==> config.mk <==
export PLATFORM = sky130hd
export DESIGN_NAME = tmr_evt_gen
export DESIGN_NICKNAME = d
export VERILOG_FILES = /design/src/rtl/tmr_evt_pkg.sv /design/src/rtl/tmr_evt_timebase.sv /design/src/rtl/tmr_evt_chan.sv /design/src/rtl/tmr_evt_gen.sv
export SDC_FILE = /design/constraint.sdc
export NUM_CORES = 1
export LEC_CHECK = 0
export ABC_AREA = 1
export BUFFER_PORTS_ARGS = -buffer_cell sky130_fd_sc_hd__buf_2
export CORE_ASPECT_RATIO = 0.6
export CORE_MARGIN = 2
export CORE_UTILIZATION = 25
export DETAILED_ROUTE_END_ITERATION = 7
export PLACE_DENSITY = 0.44
export RECOVER_POWER = 50
export SYNTH_ARGS = -nofsm -noshare
export SYNTH_HDL_FRONTEND = slang
export SYNTH_SLANG_ARGS = --single-unit
==> constraint.sdc <==
create_clock -name clk -period 3.35 [get_ports clk]
set_input_delay 0.5025 -clock clk [delete_from_list [all_inputs] [get_ports clk]]
set_output_delay 0.5025 -clock clk [all_outputs]
set_load 0.01 [all_outputs]
==> src/rtl/tmr_evt_pkg.sv <==
package tmr_evt_pkg;
    localparam logic [7:0] A_CTRL   = 8'h00;
    localparam logic [7:0] A_IEN    = 8'h04;
    localparam logic [7:0] A_CHMODE = 8'h08;
    localparam logic [7:0] A_STAT   = 8'h0C;
    localparam logic [7:0] A_EVT    = 8'h14;
    localparam logic [7:0] A_CHCTL  = 8'h18;
    localparam logic [7:0] A_PSC    = 8'h1C;
    localparam logic [7:0] A_ARR    = 8'h20;
    localparam logic [7:0] A_OUTEN  = 8'h24;

    typedef enum logic {
        PH_UP   = 1'b0,
        PH_DOWN = 1'b1
    } phase_t;
endpackage

==> src/rtl/tmr_evt_timebase.sv <==
module tmr_evt_timebase
    import tmr_evt_pkg::*;
#(
    parameter int CNT_W = 16
) (
    input  logic             clk,
    input  logic             rst_n,
    input  logic             run_i,
    input  logic             down_i,
    input  logic             center_i,
    input  logic             ug_i,
    input  logic [CNT_W-1:0] psc_i,
    input  logic [CNT_W-1:0] arr_i,
    output logic [CNT_W-1:0] cnt_o,
    output logic             wrap_o
);
    phase_t           ph_q, ph_d;
    logic [CNT_W-1:0] pc_q;
    logic [CNT_W-1:0] cnt_d;
    logic             tick;

    assign tick = run_i && (pc_q == psc_i);

    // prescaler count
    always_ff @(posedge clk or negedge rst_n) begin
        if (!rst_n)      pc_q <= '0;
        else if (ug_i)   pc_q <= '0;
        else if (run_i)  pc_q <= tick ? '0 : pc_q + 1'b1;
    end

    // state register
    always_ff @(posedge clk or negedge rst_n) begin
        if (!rst_n) begin
            ph_q  <= PH_UP;
            cnt_o <= '0;
        end else begin
            ph_q  <= ph_d;
            cnt_o <= cnt_d;
        end
    end

    // next state and outputs
    always_comb begin
        ph_d   = ph_q;
        cnt_d  = cnt_o;
        wrap_o = 1'b0;
        if (ug_i) begin
            cnt_d = (down_i && !center_i) ? arr_i : '0;
            ph_d  = (down_i && !center_i) ? PH_DOWN : PH_UP;
        end else if (tick) begin
            if (!center_i) begin
                ph_d = down_i ? PH_DOWN : PH_UP;
                if (down_i) begin
                    if (cnt_o == '0) begin
                        cnt_d  = arr_i;
                        wrap_o = 1'b1;
                    end else begin
                        cnt_d = cnt_o - 1'b1;
                    end
                end else if (cnt_o >= arr_i) begin
                    cnt_d  = '0;
                    wrap_o = 1'b1;
                end else begin
                    cnt_d = cnt_o + 1'b1;
                end
            end else begin
                unique case (ph_q)
                    PH_UP: begin
                        if (cnt_o >= arr_i) begin
                            ph_d   = PH_DOWN;
                            wrap_o = 1'b1;
                            cnt_d  = (arr_i == '0) ? '0 : arr_i - 1'b1;
                        end else begin
                            cnt_d = cnt_o + 1'b1;
                        end
                    end
                    PH_DOWN: begin
                        if (cnt_o == '0) begin
                            ph_d   = PH_UP;
                            wrap_o = 1'b1;
                            cnt_d  = (arr_i == '0) ? '0 : {{(CNT_W-1){1'b0}}, 1'b1};
                        end else begin
                            cnt_d = cnt_o - 1'b1;
                        end
                    end
                    default: ph_d = PH_UP;
                endcase
            end
        end
    end
endmodule

==> src/rtl/tmr_evt_chan.sv <==
module tmr_evt_chan #(
    parameter int CNT_W = 16
) (
    input  logic             clk,
    input  logic             rst_n,
    input  logic             gen_i,
    input  logic             is_in_i,
    input  logic [CNT_W-1:0] cnt_i,
    input  logic             clr_i,
    input  logic             keep_flag_i,
    input  logic             keep_ovc_i,
    output logic             flag_o,
    output logic             ovc_o,
    output logic [CNT_W-1:0] ccr_o
);
    always_ff @(posedge clk or negedge rst_n) begin
        if (!rst_n) begin
            flag_o <= 1'b0;
            ovc_o  <= 1'b0;
            ccr_o  <= '0;
        end else begin
            if (gen_i)                      flag_o <= 1'b1;
            else if (clr_i && !keep_flag_i) flag_o <= 1'b0;

            if (gen_i && is_in_i && flag_o) ovc_o <= 1'b1;
            else if (clr_i && !keep_ovc_i)  ovc_o <= 1'b0;

            if (gen_i && is_in_i)           ccr_o <= cnt_i;
        end
    end
endmodule

==> src/rtl/tmr_evt_gen.sv <==
module tmr_evt_gen
    import tmr_evt_pkg::*;
#(
    parameter  int CNT_W  = 16,
    parameter  int NCH    = 4,
    parameter  int NCOMP  = 3,
    parameter  int CTL_W  = 5,
    parameter  int ADDR_W = 8,
    parameter  int DATA_W = 16,
    localparam int FLAG_W = NCH + 4,
    localparam int ACT_W  = NCOMP * CTL_W
) (
    input  logic                 clk,
    input  logic                 rst_n,
    input  logic                 wr_en,
    input  logic [ADDR_W-1:0]    wr_addr,
    input  logic [DATA_W-1:0]    wr_data,
    output logic [CNT_W-1:0]     cnt_o,
    output logic [FLAG_W-1:0]    flags_o,
    output logic [NCH-1:0]       ovc_o,
    output logic [NCH*CNT_W-1:0] ccr_o,
    output logic                 main_oe_o,
    output logic [ACT_W-1:0]     act_ctl_o,
    output logic                 irq_o
);
    localparam int B_COM = NCH + 1;
    localparam int B_TRG = NCH + 2;
    localparam int B_BRK = NCH + 3;

    logic              run_q, down_q, center_q, ccpc_q;
    logic [FLAG_W-1:0] ien_q;
    logic [NCH-1:0]    chin_q;
    logic [ACT_W-1:0]  pre_q;
    logic [CNT_W-1:0]  psc_q, arr_q;
    logic              upd_f, com_f, trg_f, brk_f;
    logic [NCH-1:0]    ch_flag;
    logic [FLAG_W-1:0] evt;
    logic              stat_wr, wrap;

    function automatic logic hit(input logic [ADDR_W-1:0] a);
        return wr_en && (wr_addr == a);
    endfunction

    assign evt     = hit(A_EVT) ? wr_data[FLAG_W-1:0] : '0;
    assign stat_wr = hit(A_STAT);

    // configuration registers
    always_ff @(posedge clk or negedge rst_n) begin
        if (!rst_n) begin
            run_q <= 1'b0; down_q <= 1'b0; center_q <= 1'b0; ccpc_q <= 1'b0;
            ien_q <= '0; chin_q <= '0; pre_q <= '0;
            psc_q <= '0; arr_q <= '1;
        end else begin
            if (hit(A_CTRL)) begin
                run_q    <= wr_data[0];
                down_q   <= wr_data[1];
                center_q <= wr_data[2];
                ccpc_q   <= wr_data[3];
            end
            if (hit(A_IEN))    ien_q  <= wr_data[FLAG_W-1:0];
            if (hit(A_CHMODE)) chin_q <= wr_data[NCH-1:0];
            if (hit(A_CHCTL))  pre_q  <= wr_data[ACT_W-1:0];
            if (hit(A_PSC))    psc_q  <= wr_data[CNT_W-1:0];
            if (hit(A_ARR))    arr_q  <= wr_data[CNT_W-1:0];
        end
    end

    // update, commutation, trigger and break state
    always_ff @(posedge clk or negedge rst_n) begin
        if (!rst_n) begin
            upd_f <= 1'b0; com_f <= 1'b0; trg_f <= 1'b0; brk_f <= 1'b0;
            main_oe_o <= 1'b0;
            act_ctl_o <= '0;
        end else begin
            if (evt[0] || wrap)              upd_f <= 1'b1;
            else if (stat_wr && !wr_data[0]) upd_f <= 1'b0;

            if (evt[B_COM])                      com_f <= 1'b1;
            else if (stat_wr && !wr_data[B_COM]) com_f <= 1'b0;

            if (evt[B_TRG])                      trg_f <= 1'b1;
            else if (stat_wr && !wr_data[B_TRG]) trg_f <= 1'b0;

            if (evt[B_BRK])                      brk_f <= 1'b1;
            else if (stat_wr && !wr_data[B_BRK]) brk_f <= 1'b0;

            if (evt[B_BRK])         main_oe_o <= 1'b0;
            else if (hit(A_OUTEN))  main_oe_o <= wr_data[0];

            if (evt[B_COM] && ccpc_q)           act_ctl_o <= pre_q;
            else if (hit(A_CHCTL) && !ccpc_q)   act_ctl_o <= wr_data[ACT_W-1:0];
        end
    end

    tmr_evt_timebase #(.CNT_W(CNT_W)) u_tb (
        .clk      (clk),
        .rst_n    (rst_n),
        .run_i    (run_q),
        .down_i   (down_q),
        .center_i (center_q),
        .ug_i     (evt[0]),
        .psc_i    (psc_q),
        .arr_i    (arr_q),
        .cnt_o    (cnt_o),
        .wrap_o   (wrap)
    );

    for (genvar i = 0; i < NCH; i++) begin : g_ch
        tmr_evt_chan #(.CNT_W(CNT_W)) u_ch (
            .clk         (clk),
            .rst_n       (rst_n),
            .gen_i       (evt[1+i]),
            .is_in_i     (chin_q[i]),
            .cnt_i       (cnt_o),
            .clr_i       (stat_wr),
            .keep_flag_i (wr_data[1+i]),
            .keep_ovc_i  (wr_data[FLAG_W+i]),
            .flag_o      (ch_flag[i]),
            .ovc_o       (ovc_o[i]),
            .ccr_o       (ccr_o[i*CNT_W +: CNT_W])
        );
    end

    assign flags_o = {brk_f, trg_f, com_f, ch_flag, upd_f};
    assign irq_o   = |(flags_o & ien_q);
endmodule

==> metrics.cfg <==
[outcome]
status=finished with violations
violations=capacitance limit, slew limit

[floorplanning]
dieArea_mm2=0.0438
fp.dieW_um=269
ioPinCount=136
rows=58
start_util_pct=25.2
core_area_mm2=0.0417
die_h_um=163

[sta]
slew_headroom_pct=-50.4
fin_skew_ns=0.0122
max_freq_ghz=0.343
worstMarginPinSlew_ns=2.26
final.setup.tns_ns=0
hold_viol_final=0
finalCritPeriodShare_pct=86.9
finalMaxSlewViolations=81
hold_slack_ns=0.287
fin_crit_ns=2.91
setup_ws_ns=0.438
grt_setup_unrepaired=false
setup-violations-final=0

[yosys]
syn_area_mm2=0.0105
synth_edf_count=0
avgSynthCellArea_um2=7.47
ys_seq_elements=188
synth-main-ff-cell=dfrtp_1
yosysWarnings=0
async_flop_share_pct=100
syn-num-nets=1458
ys_seq_area_share_pct=44.9
netlist_instances=1409
yosysUniqueCellTypes=46

[power_and_ir_drop]
power_density_mw_per_mm2=655
ir_drop_mv=0.365
comb_power_share_pct=40.3
intPower_mw=4.52
pwr-share-seq_pct=33.4
clkPwrFrac_pct=26.2
power.switching_mw=3.56
power.leakage_nw=6.00
swShare_pct=44.1
total_power_mw=8.09

[clocking]
clock_path_buffers=2
clk_pin_slew_ns=0.08
clock_latency_ns=0.46
clkSinkCount=188
cts_setup_buffers=0
cts_resized=0
numCtsBuffers=17
holdBufCountCts=0
root_buffer=clkbuf_16
cts_tree=yes
cts_htree_levels=4

[setup_path]
cp_slowest_cell=inv_1
path_class=reg2reg
critical_path.cell_chain=inv_1 -> ha_1 -> nand3_1 -> nor2_1 -> nand2_2 -> inv_2 -> nand3_1 -> o21ai_0 -> o21bai_1 -> inv_1 -> nand2_1 -> nand2_1 -> a21oi_1
crit_path_start_kind=flip-flop
path_max_fanout=16
critPathLaunch=u_tb.cnt_o[0]
slowest_delay_ns=0.47
r2r_start=u_tb.cnt_o[0]
crit_path_end_kind=flip-flop
critical_path_required_ns=3.71
arrival_ns=3.27

[drt]
drc_errors=0
num_vias=10100
dr.first_iter.drc_count=1073
via_per_inst=4.77
ant_nets=0
drt-wirelength-per-cell_um=18.5
wirelength_um=39100
first_pass_iters=5

[grt]
grt_max_degree=83
grt_pass1_vias=9392
grt_first_pass_wirelength_um=59700
antenna_found_initial=3
grtUsageMet1_pct=29.4
use_met3_pct=4.29
top_usage_layer=met1
grt_overflow=0
grt_util_all_layers_pct=18.2
use_met2_pct=23.6

[run]
drv_cap=1

[final_layout]
final_area_mm2=0.0124
drive_gt1_share_pct=13.7
area_delta_synth_final_pct=17.4
layout.nets=1575
most-common-layout-cells=nand2_1 (389), dfrtp_1 (172), o21ai_0 (139)
layout_commonest_cell=nand2_1

[placed_design]
place.port_buffers=135
dpl_worst_slack_ns=0.561
dpl.hpwl_um=29700
place_area_mm2=0.0118
gp_congestion=0.933

[hold_path]
min_path_type=in2reg
worstHoldStart=wr_data[7]

[worst paths after layout]
check	end	slack, ns	depth (start not counted)
max reg2reg	u_tb.cnt_o[3]	0.44	13
min reg2reg	g_ch[1].u_ch.ccr_o[4]	0.48	2
min in group asynchronous	act_ctl_o[7]	0.71	1
max in group asynchronous	u_tb.pc_q[1]	1.08	2
max	u_tb.cnt_o[3]	0.44	13
min	brk_f	0.29	3
[metal layers]
layer  routed length [um]  vias up
li1                     -     4846
met1                20700     4837
met2                14800      363
met3                 3210       29
met4                  498        0
met5                    0        -
[power by group through the flow]
stage	clock network, mW	registers, mW	logic (mW)
global route	2.28	2.73	3.64
detailed placement	0	2.74	3.22
global placement	0	2.74	3.25
CTS	2.19	2.70	3.23
floorplan	0	2.70	1.95
finish	2.12	2.70	3.26
[logic make-up after synthesis]
family                   after synthesis  share of synthesized area [%]
AND/OR/NAND/NOR                      699                           28.3
buffers and inverters                211                           8.49
flip-flops                           188                           44.9
adder cells (fa/ha/maj)               22                           2.62
AO/OA/AOI/OAI                        259                           13.2
XOR/XNOR                              29                           2.41
multiplexers                           1                         0.0951
[worst max-delay path: cells and delay by family, from the launching register on]
family,cells,cell delay [ns]
simple gates,6,0.72
compound gates,3,0.43
buf+inv,3,0.86
flops,1,0.45
fa+ha+maj,1,0.33
[synth_stat cells (all sizes together) (7+ instances only)]
master	number	area share, %
nor3	24	1.3
dfrtp	172	41
o22ai	7	0.42
dfstp	16	4.0
buf	37	2.3
clkbuf	31	1.1
nor2	139	5.4
nand2	394	14
inv	142	5.1
nand3	97	4.6
ha	22	2.6
a21oi	58	2.8
xor2	27	2.2
o21ai	166	7.9
o211ai	15	1.1
nand4	28	1.7
[final cells by class]
class | instances | area (um^2)
Fill cell | 4618 | 29400
Sequential cell | 188 | 4720
Multi-Input combinational cell | 1010 | 4890
Antenna cell | 2 | 5.00
Inverter | 143 | 539
Tap cell | 570 | 713
Clock buffer | 20 | 447
Timing Repair Buffer | 166 | 890
Clock inverter | 12 | 148
[registers in the layout, indices dropped and copies added, names as in the netlist, 4 cells and up]
| name | flops |
|---|---|
| act_ctl_o | 15 |
| ien_q | 8 |
| chin_q | 4 |
| g_ch.u_ch.ovc_o | 4 |
| u_tb.cnt_o | 16 |
| pre_q | 15 |
| g_ch.u_ch.ccr_o | 64 |
| u_tb.pc_q | 16 |
| psc_q | 16 |
| g_ch.u_ch.flag_o | 4 |
| arr_q | 16 |
[metrics by stage]
stage,utilization (%),std cells
after floorplan,-,1409
after global placement,28.3,2077
after detailed placement,28.3,2077
after CTS,29.8,2109
after global routing,29.6,2109
final,29.6,2111
Power figures use the tool's default switching activity.
